**config.mk**
```make
export PLATFORM = sky130hd
export DESIGN_NAME = burst_pattern_gen
export DESIGN_NICKNAME = d
export VERILOG_FILES = /design/src/rtl/bpg_pkg.sv /design/src/rtl/bpg_prbs.sv /design/src/rtl/bpg_framer.sv /design/src/rtl/bpg_lane_split.sv /design/src/rtl/burst_pattern_gen.sv
export SDC_FILE = /design/constraint.sdc
export NUM_CORES = 1
export LEC_CHECK = 0
export ABC_AREA = 0
export CAP_MARGIN = 20
export CORE_ASPECT_RATIO = 1.2
export CORE_MARGIN = 3
export CORE_UTILIZATION = 55
export DETAILED_ROUTE_END_ITERATION = 10
export DONT_BUFFER_PORTS = 1
export GPL_ROUTABILITY_DRIVEN = 0
export GPL_TIMING_DRIVEN = 0
export PLACE_DENSITY = 0.77
export SKIP_CTS_REPAIR_TIMING = 1
export SYNTH_ARGS = -nofsm -noshare
export SYNTH_HDL_FRONTEND = slang
export SYNTH_SLANG_ARGS = --single-unit
```
**constraint.sdc**
```tcl
create_clock -name clk -period 11.2 [get_ports clk]
set_input_delay 1.68 -clock clk [delete_from_list [all_inputs] [get_ports clk]]
set_output_delay 1.68 -clock clk [all_outputs]
set_load 0.01 [all_outputs]
```
**src/rtl/bpg_pkg.sv**
```systemverilog
package bpg_pkg;

    localparam int          PRBS_W      = 31;
    localparam logic [7:0]  TRAIN_BYTE  = 8'hAA;
    localparam int          SYNC_BYTES  = 3;
    // trailing training nibble followed by the 20-bit sync word
    localparam logic [23:0] SYNC_WORD   = {4'b1010, 20'hB5983};

    typedef enum logic [2:0] {
        FLD_GUARD,
        FLD_TRAIN,
        FLD_SYNC,
        FLD_PAY,
        FLD_RUN
    } field_e;

    typedef struct packed {
        logic sop;
        logic eop;
        logic payload;
    } frame_info_t;

    typedef struct packed {
        logic [PRBS_W-1:0] state;
        logic [7:0]        data;
    } prbs_res_t;

    // field order with empty fields skipped; guard is never empty
    function automatic field_e next_field(field_e cur, logic has_train,
                                          logic has_pay, logic has_run);
        field_e nf;
        unique case (cur)
            FLD_GUARD: nf = has_train ? FLD_TRAIN : FLD_SYNC;
            FLD_TRAIN: nf = FLD_SYNC;
            FLD_SYNC:  nf = has_pay ? FLD_PAY : (has_run ? FLD_RUN : FLD_GUARD);
            FLD_PAY:   nf = has_run ? FLD_RUN : FLD_GUARD;
            default:   nf = FLD_GUARD;
        endcase
        return nf;
    endfunction

    function automatic logic [7:0] sync_byte(logic [1:0] idx);
        logic [7:0] b;
        unique case (idx)
            2'd0:    b = SYNC_WORD[23:16];
            2'd1:    b = SYNC_WORD[15:8];
            default: b = SYNC_WORD[7:0];
        endcase
        return b;
    endfunction

    // eight serial steps of the selected Fibonacci register, first bit in MSB
    function automatic prbs_res_t prbs_step(logic [PRBS_W-1:0] s, logic [1:0] sel);
        prbs_res_t          r;
        logic               nb;
        logic [PRBS_W-1:0]  st;
        st     = s;
        r.data = '0;
        for (int i = 0; i < 8; i++) begin
            unique case (sel)
                2'd0:    nb = st[6]  ^ st[5];
                2'd1:    nb = st[22] ^ st[17];
                default: nb = st[30] ^ st[27];
            endcase
            st          = {st[PRBS_W-2:0], nb};
            r.data[7-i] = nb;
        end
        r.state = st;
        return r;
    endfunction

    // true when the bits used by the selected order are not all zero
    function automatic logic prbs_alive(logic [PRBS_W-1:0] s, logic [1:0] sel);
        logic ok;
        unique case (sel)
            2'd0:    ok = |s[6:0];
            2'd1:    ok = |s[22:0];
            default: ok = |s[30:0];
        endcase
        return ok;
    endfunction

endpackage

```
**src/rtl/bpg_prbs.sv**
```systemverilog
module bpg_prbs
    import bpg_pkg::*;
(
    input  logic       clk,
    input  logic       rst,
    input  logic       advance,
    input  logic       reseed,
    input  logic [1:0] sel,
    output logic [7:0] data
);

    logic [PRBS_W-1:0] state_q;
    prbs_res_t         step;

    assign step = prbs_step(state_q, sel);
    assign data = step.data;

    always_ff @(posedge clk) begin
        if (rst || reseed) begin
            state_q <= '1;
        end else if (advance) begin
            state_q <= step.state;
        end
    end

    // the register never collapses into the all-zero lock state
    p_seed_alive_r6: assert property (@(posedge clk) disable iff (rst)
        prbs_alive(state_q, sel));

    // no payload byte and no restart means the sequence stands still
    p_hold_idle_r7: assert property (@(posedge clk) disable iff (rst)
        (!advance && !reseed) |=> $stable(state_q));

endmodule

```
**src/rtl/bpg_framer.sv**
```systemverilog
module bpg_framer
    import bpg_pkg::*;
#(
    parameter int GUARD_W = 8,
    parameter int PRE_W   = 8,
    parameter int LEN_W   = 16,
    parameter int LANES   = 2,
    parameter int LANE_W  = 1
) (
    input  logic                   clk,
    input  logic                   rst,
    input  logic [GUARD_W-1:0]     cfg_guard_bytes,
    input  logic [PRE_W-1:0]       cfg_pre_bytes,
    input  logic [LANES*LEN_W-1:0] cfg_pay_bytes,
    input  logic [LEN_W-1:0]       cfg_run_bytes,
    input  logic                   cfg_run_level,
    input  logic [1:0]             cfg_pattern,
    output field_e                 fld,
    output logic [1:0]             fld_idx,
    output frame_info_t            info,
    output logic [LANE_W-1:0]      lane,
    output logic                   run_level,
    output logic [1:0]             pattern,
    output logic                   prbs_adv,
    output logic                   prbs_reseed
);

    localparam int GP_W  = (GUARD_W > PRE_W) ? GUARD_W : PRE_W;
    localparam int CNT_W = (LEN_W > GP_W) ? LEN_W : GP_W;

    // per-burst captured settings
    logic [GUARD_W-1:0] g_q;
    logic [PRE_W-1:0]   p_q;
    logic [LEN_W-1:0]   pay_q [LANES];
    logic [LEN_W-1:0]   r_q;
    logic               lvl_q;
    logic [1:0]         pat_q;

    field_e             fld_q;
    logic [CNT_W-1:0]   idx_q;
    logic [LANE_W-1:0]  lane_q;

    logic [LEN_W-1:0]   pay_cur;
    logic [CNT_W-1:0]   fld_len;
    logic               last_in_field;
    logic               pkt_end;
    field_e             fld_nxt;
    logic [LANE_W-1:0]  lane_nxt;

    assign pay_cur = pay_q[lane_q];

    always_comb begin
        unique case (fld_q)
            FLD_GUARD: fld_len = (g_q == '0) ? CNT_W'(1) : CNT_W'(g_q);
            FLD_TRAIN: fld_len = CNT_W'(p_q);
            FLD_SYNC:  fld_len = CNT_W'(SYNC_BYTES);
            FLD_PAY:   fld_len = CNT_W'(pay_cur);
            default:   fld_len = CNT_W'(r_q);
        endcase
    end

    assign last_in_field = (idx_q == fld_len - CNT_W'(1));
    assign fld_nxt       = next_field(fld_q, p_q != '0, pay_cur != '0, r_q != '0);
    assign pkt_end       = last_in_field && (fld_nxt == FLD_GUARD);
    assign lane_nxt      = (lane_q == LANE_W'(LANES - 1)) ? '0 : lane_q + LANE_W'(1);

    // sequencer: field, byte index within the field, owning lane
    always_ff @(posedge clk) begin
        if (rst) begin
            fld_q  <= FLD_GUARD;
            idx_q  <= '0;
            lane_q <= '0;
        end else if (last_in_field) begin
            fld_q <= fld_nxt;
            idx_q <= '0;
            if (pkt_end) begin
                lane_q <= lane_nxt;
            end
        end else begin
            idx_q <= idx_q + CNT_W'(1);
        end
    end

    // settings are taken only on the edge that opens a burst
    always_ff @(posedge clk) begin
        if (rst || pkt_end) begin
            g_q   <= cfg_guard_bytes;
            p_q   <= cfg_pre_bytes;
            r_q   <= cfg_run_bytes;
            lvl_q <= cfg_run_level;
            pat_q <= cfg_pattern;
            for (int i = 0; i < LANES; i++) begin
                pay_q[i] <= cfg_pay_bytes[i*LEN_W +: LEN_W];
            end
        end
    end

    assign fld          = fld_q;
    assign fld_idx      = idx_q[1:0];
    assign info.sop     = (fld_q == FLD_GUARD) && (idx_q == '0);
    assign info.eop     = pkt_end;
    assign info.payload = (fld_q == FLD_PAY);
    assign lane         = lane_q;
    assign run_level    = lvl_q;
    assign pattern      = pat_q;
    assign prbs_adv     = (fld_q == FLD_PAY);
    assign prbs_reseed  = pkt_end && (cfg_pattern != pat_q);

    // a burst ending is followed at once by a fresh guard field
    p_restart_guard_r10: assert property (@(posedge clk) disable iff (rst)
        pkt_end |=> (fld_q == FLD_GUARD) && (idx_q == '0));

    // the training pattern is always followed by the sync word
    p_sync_after_train_r4: assert property (@(posedge clk) disable iff (rst)
        (fld_q == FLD_TRAIN && last_in_field) |=> (fld_q == FLD_SYNC));

    // sync field never runs past its three bytes
    p_sync_span_r4: assert property (@(posedge clk) disable iff (rst)
        (fld_q == FLD_SYNC) |-> (idx_q < CNT_W'(SYNC_BYTES)));

    // ownership changes only between bursts
    p_lane_hold_r9: assert property (@(posedge clk) disable iff (rst)
        !pkt_end |=> $stable(lane_q));

    // captured settings stay put inside a burst
    p_cfg_hold_r11: assert property (@(posedge clk) disable iff (rst)
        !pkt_end |=> ($stable(g_q) && $stable(p_q) && $stable(r_q)
                      && $stable(lvl_q) && $stable(pat_q)));

endmodule

```
**src/rtl/bpg_lane_split.sv**
```systemverilog
module bpg_lane_split
    import bpg_pkg::*;
#(
    parameter int LANES  = 2,
    parameter int LANE_W = 1
) (
    input  logic                   clk,
    input  logic                   rst,
    input  logic [7:0]             byte_in,
    input  frame_info_t            info_in,
    input  logic [LANE_W-1:0]      lane_in,
    output logic [7:0]             tx_byte,
    output logic [LANES*8-1:0]     lane_byte,
    output logic [LANE_W-1:0]      tx_lane,
    output frame_info_t            info_out
);

    logic [LANES-1:0][7:0] lane_q;
    logic [LANES-1:0]      busy;

    always_ff @(posedge clk) begin
        if (rst) begin
            tx_byte  <= '0;
            tx_lane  <= '0;
            info_out <= '0;
        end else begin
            tx_byte  <= byte_in;
            tx_lane  <= lane_in;
            info_out <= info_in;
        end
    end

    for (genvar gi = 0; gi < LANES; gi++) begin : g_lane
        always_ff @(posedge clk) begin
            if (rst) begin
                lane_q[gi] <= '0;
            end else begin
                lane_q[gi] <= (lane_in == LANE_W'(gi)) ? byte_in : 8'h00;
            end
        end
        assign busy[gi]                = |lane_q[gi];
        assign lane_byte[gi*8 +: 8]    = lane_q[gi];
    end

    // at most one lane carries a nonzero byte at a time
    p_single_lane_r9: assert property (@(posedge clk) disable iff (rst)
        $onehot0(busy));

endmodule

```
**src/rtl/burst_pattern_gen.sv**
```systemverilog
module burst_pattern_gen
    import bpg_pkg::*;
#(
    parameter int GUARD_W = 8,
    parameter int PRE_W   = 8,
    parameter int LEN_W   = 16,
    parameter int LANES   = 2,
    localparam int LANE_W = (LANES > 1) ? $clog2(LANES) : 1
) (
    input  logic                   clk,
    input  logic                   rst,
    input  logic [GUARD_W-1:0]     cfg_guard_bytes,
    input  logic [PRE_W-1:0]       cfg_pre_bytes,
    input  logic [LANES*LEN_W-1:0] cfg_pay_bytes,
    input  logic [LEN_W-1:0]       cfg_run_bytes,
    input  logic                   cfg_run_level,
    input  logic [1:0]             cfg_pattern,
    output logic [7:0]             tx_byte,
    output logic [LANES*8-1:0]     lane_byte,
    output logic [LANE_W-1:0]      tx_lane,
    output logic                   tx_sop,
    output logic                   tx_eop,
    output logic                   tx_payload
);

    field_e            fld;
    logic [1:0]        fld_idx;
    frame_info_t       info;
    frame_info_t       info_r;
    logic [LANE_W-1:0] lane;
    logic              run_level;
    logic [1:0]        pattern;
    logic              prbs_adv;
    logic              prbs_reseed;
    logic [7:0]        prbs_data;
    logic [7:0]        cur_byte;

    bpg_framer #(
        .GUARD_W (GUARD_W),
        .PRE_W   (PRE_W),
        .LEN_W   (LEN_W),
        .LANES   (LANES),
        .LANE_W  (LANE_W)
    ) u_framer (
        .clk             (clk),
        .rst             (rst),
        .cfg_guard_bytes (cfg_guard_bytes),
        .cfg_pre_bytes   (cfg_pre_bytes),
        .cfg_pay_bytes   (cfg_pay_bytes),
        .cfg_run_bytes   (cfg_run_bytes),
        .cfg_run_level   (cfg_run_level),
        .cfg_pattern     (cfg_pattern),
        .fld             (fld),
        .fld_idx         (fld_idx),
        .info            (info),
        .lane            (lane),
        .run_level       (run_level),
        .pattern         (pattern),
        .prbs_adv        (prbs_adv),
        .prbs_reseed     (prbs_reseed)
    );

    bpg_prbs u_prbs (
        .clk     (clk),
        .rst     (rst),
        .advance (prbs_adv),
        .reseed  (prbs_reseed),
        .sel     (pattern),
        .data    (prbs_data)
    );

    always_comb begin
        unique case (fld)
            FLD_GUARD: cur_byte = 8'h00;
            FLD_TRAIN: cur_byte = TRAIN_BYTE;
            FLD_SYNC:  cur_byte = sync_byte(fld_idx);
            FLD_PAY:   cur_byte = prbs_data;
            default:   cur_byte = {8{run_level}};
        endcase
    end

    bpg_lane_split #(
        .LANES  (LANES),
        .LANE_W (LANE_W)
    ) u_split (
        .clk       (clk),
        .rst       (rst),
        .byte_in   (cur_byte),
        .info_in   (info),
        .lane_in   (lane),
        .tx_byte   (tx_byte),
        .lane_byte (lane_byte),
        .tx_lane   (tx_lane),
        .info_out  (info_r)
    );

    assign tx_sop     = info_r.sop;
    assign tx_eop     = info_r.eop;
    assign tx_payload = info_r.payload;

    // guard bytes on the output are silent
    p_guard_silent_r2: assert property (@(posedge clk) disable iff (rst)
        tx_sop |-> (tx_byte == 8'h00));

    // payload flag and burst opening never coincide
    p_pay_not_sop_r5: assert property (@(posedge clk) disable iff (rst)
        tx_payload |-> !tx_sop);

endmodule

```
==> run summary <==
- dominant register cell in the synthesized netlist: dfxtp_1
- effective utilization at floorplan: 56.62%
- library cell used as clock root buffer: clkbuf_16
- power density normalized to cell area: 158.2 nW/um2
- sum of negative setup slack: 0 ns
- core outline area: 12220 um2
- Buffers on Ports: 0
- fraction of layout cells with a size suffix above 1: 15.14%
- Static Leakage: 2.829 nW
- hold wc startpoint: u_framer.idx_q[0]$_SDFF_PP0_
- via count of the first global-routing pass: 4817
- x dimension of the die: 108.4 um
- most frequent cells in the layout: 80 x dfxtp_1, 67 x edfxtp_1, 43 x mux2i_1
- worst hold stages: 1
- DR vias/cell: 5.971
- global route overflow: 0
- cell area after layout: 7801 um2
- critical path fanouts, max: 23
- Clk network pwr share: 48.4%
- signed area change from the synthesized netlist to the final layout: 12.73%
- maximum clock rate: 200.2 MHz
- Rel. slew slack: 41.30%
- maximum number of buffers from clock root to sink: 2
- Register-to-Register Path Depth: 15
- largest net degree at the start of global routing: 24
- proportion of synthesized flip-flops having asynchronous set or reset: 0%
- total number of vias: 4866
- number of detailed-routing iterations run before antenna repair: 5
- number of failing setup endpoints in the final timing report: 0
- number of antenna violations at the first check in global routing: 0
- Seq pwr share: 47.7%
- global-route total usage across every layer: 22.69%
- reg-to-reg endpoint: u_framer.g_q[5]$_DFFE_PP_
- leading cell type in the layout, fill and taps excluded: dfxtp_1
- Residual DRC: 0
- Net Count, Synth: 693
- Worst VDD drop: 0.1382 mV
- Top-Level Pins: 97
- class of the tightest hold or removal check: reg -> reg
- CTS Buf Count: 17
- TritonCTS clock tree: yes
- type of origin of the critical path: flop
- clock network latency to the later pin of the worst-skew pair: 0.43 ns
- total number of H-tree levels: 4
- endpoint of the worst hold-timing path: u_framer.idx_q[0]$_SDFF_PP0_
- Crit. End Element: flop
- Total Die Area: 13970 um2
- Mapped Avg Cell Area: 11.18 um2
- count of unique library cells instantiated by Yosys: 70
- Routed WL per cell: 19.08 um
- kind of critical path: reg -> reg
- max-cap violations: 0
- fraction of power consumed by combinational cells: 3.9%
- worst slew pin tran: 0.8584 ns
- die outline height: 128.9 um
- slack of the worst reg-to-reg path: 6.21 ns
- run status: completed
- final number of hold-violating endpoints: 0
- Layout Utilization: 63.83%
- final count of pins violating max slew: 0
- Tmin final: 4.995 ns
- ratio of final minimum period to clock period: 44.60%
- standard cell area after detailed placement: 7181 um2
- n_diodes: 0
- worst endpoint data arrival time: 5.12 ns
- count of yosys warnings during synthesis: 0
- switching share of power: 20.17%
- Crit path required time: 11.32 ns
- std cell rows: 44
- detailed router's first-iteration violation count: 325
- unrepaired setup endpoints after global routing: false
- EDFF count, synth: 67
- sinks on the clock net: 147
- total wire length after detailed routing: 15550 um
- gate count of the mapped netlist: 619
- antenna viol nets, final: 0
- internal power: 0.0009850 W
- clock slew at reported path FFs: 0.06 ns
- sequential-to-total area share from yosys stat: 52.21%
- net switching power figure: 0.0002489 W
- first-pass GRT wire length: 23870 um
- count of nets after finishing: 715
- netlist area before placement: 6920 um2
- detailed-placement wirelength estimate: 11540 um
- post-synthesis register bit count: 147
- Post-Route Skew: 0.008292 ns
-- per-layer routing --
layer | share of wire (%) | up-vias | track usage [%]
li1 | - | 2306 | -
met4 | 4.4 | 0 | 14.34
met1 | 39 | 2301 | 23.60
met3 | 5.7 | 57 | 7.225
met2 | 51 | 202 | 39.29
met5 | 0 | - | 0
-- synth_stat cells (all sizes together) (2+ instances only) --
cell type	count	area share [%]
dfxtp	80	23
edfxtp	67	29
nand3	46	5.5
mux2i	43	6.2
nand2	42	2.4
nor2	39	2.1
xnor2	36	4.6
a21oi	31	2.3
xor2	26	3.3
o21ai	23	1.7
buf	18	2.1
clkbuf	18	0.98
nor4	18	1.8
nor2b	13	1.2
nor3	12	0.87
and2	10	0.90
inv	9	0.49
nand4	7	0.72
or4	7	0.87
mux2	6	1.0
o221ai	6	0.94
a31oi	5	0.45
ha	5	0.90
nand2b	5	0.45
a211oi	4	0.43
o211ai	4	0.43
o31ai	4	0.43
a2111oi	3	0.38
a22oi	3	0.33
and3	3	0.27
a2bb2oi	2	0.51
and3b	2	0.25
nand3b	2	0.40
or2	2	0.18
-- how the worst max path moves through the flow --
stage          from                   endpoint  slack, ns  cells after the start
6_report       flop  u_framer.g_q[5]$_DFFE_PP_       6.21                     15
5_1_grt        flop  u_framer.p_q[3]$_DFFE_PP_       6.08                     15
4_1_cts        flop  u_framer.g_q[5]$_DFFE_PP_       6.28                     15
3_5_place_dp   flop  u_framer.g_q[2]$_DFFE_PP_       6.32                     15
3_3_place_gp   flop  u_framer.p_q[3]$_DFFE_PP_       0.45                     13
2_1_floorplan  flop  u_framer.g_q[0]$_DFFE_PP_       2.82                     13
-- worst max-delay path: stages (launching register included) --
cell,delay (ns)
dfxtp_1,0.36
buf_6,0.16
buf_2,0.29
mux2i_1,0.31
nand2_1,0.14
a2bb2oi_4,0.26
ha_1,0.24
a21bo_2,0.23
a221o_1,0.35
nor4_2,0.37
nand3_1,0.16
o31ai_1,0.42
nand4_2,0.34
o31ai_4,0.56
buf_8,0.26
buf_8,0.22
-- stage by stage --
step	cells	setup slack, ns	power [W]	hold slack [ns]
after floorplan	619	2.816	0.0006333	0.4446
after global placement	780	0.4521	0.0006455	0.4604
after detailed placement	783	6.319	0.0006472	0.4701
after CTS	815	6.281	0.001239	0.4833
after global routing	815	6.081	0.001270	0.5030
final	815	6.205	0.001234	0.4811
-- logic make-up (layout without fill, tap and decap cells) --
kind of cell	after synthesis	in the layout	synth area share, %
flip-flops	147	147	52.21
adder cells (fa/ha/maj)	5	5	0.9040
multiplexers	49	49	7.250
buffers and inverters	45	80	3.580
XOR/XNOR	62	62	7.847
AND/OR/NAND/NOR	213	213	18.64
AO/OA/AOI/OAI	98	98	9.565
-- cell type report --
| cell class | count | area, um2 |
|---|---|---|
| flip-flops and latches | 147 | 3613 |
| clock inverters | 14 | 191.4 |
| fillers | 976 | 4420 |
| plain buffers | 36 | 214.0 |
| clock buffers | 18 | 429.2 |
| repair buffers | 3 | 45.04 |
| inverters | 9 | 33.78 |
| multi-input cells | 427 | 3073 |
| well taps | 161 | 201.4 |
-- flip-flops by register name, summed over array words and instances (netlist names), named ones only --
name and count:
u_framer.idx_q 16, u_split.lane_byte 16, u_split.info_out 3, u_framer.g_q 8
u_framer.pay_q 32, u_framer.run_level 1, u_framer.pattern 2, u_framer.r_q 16
u_split.tx_byte 8, u_prbs.state_q 31, u_framer.p_q 8, u_framer.fld 3
u_framer.lane 1, u_split.tx_lane 1
-- power by group through the flow --
stage               Clock (W)  Combinational, W  Sequential, W
floorplan                   0         0.0000351       0.000598
global placement            0         0.0000440       0.000602
detailed placement          0         0.0000479       0.000599
CTS                  0.000603         0.0000483       0.000588
global route         0.000628         0.0000529       0.000589
finish               0.000597         0.0000487       0.000589
(Power assumes the default switching activity.)
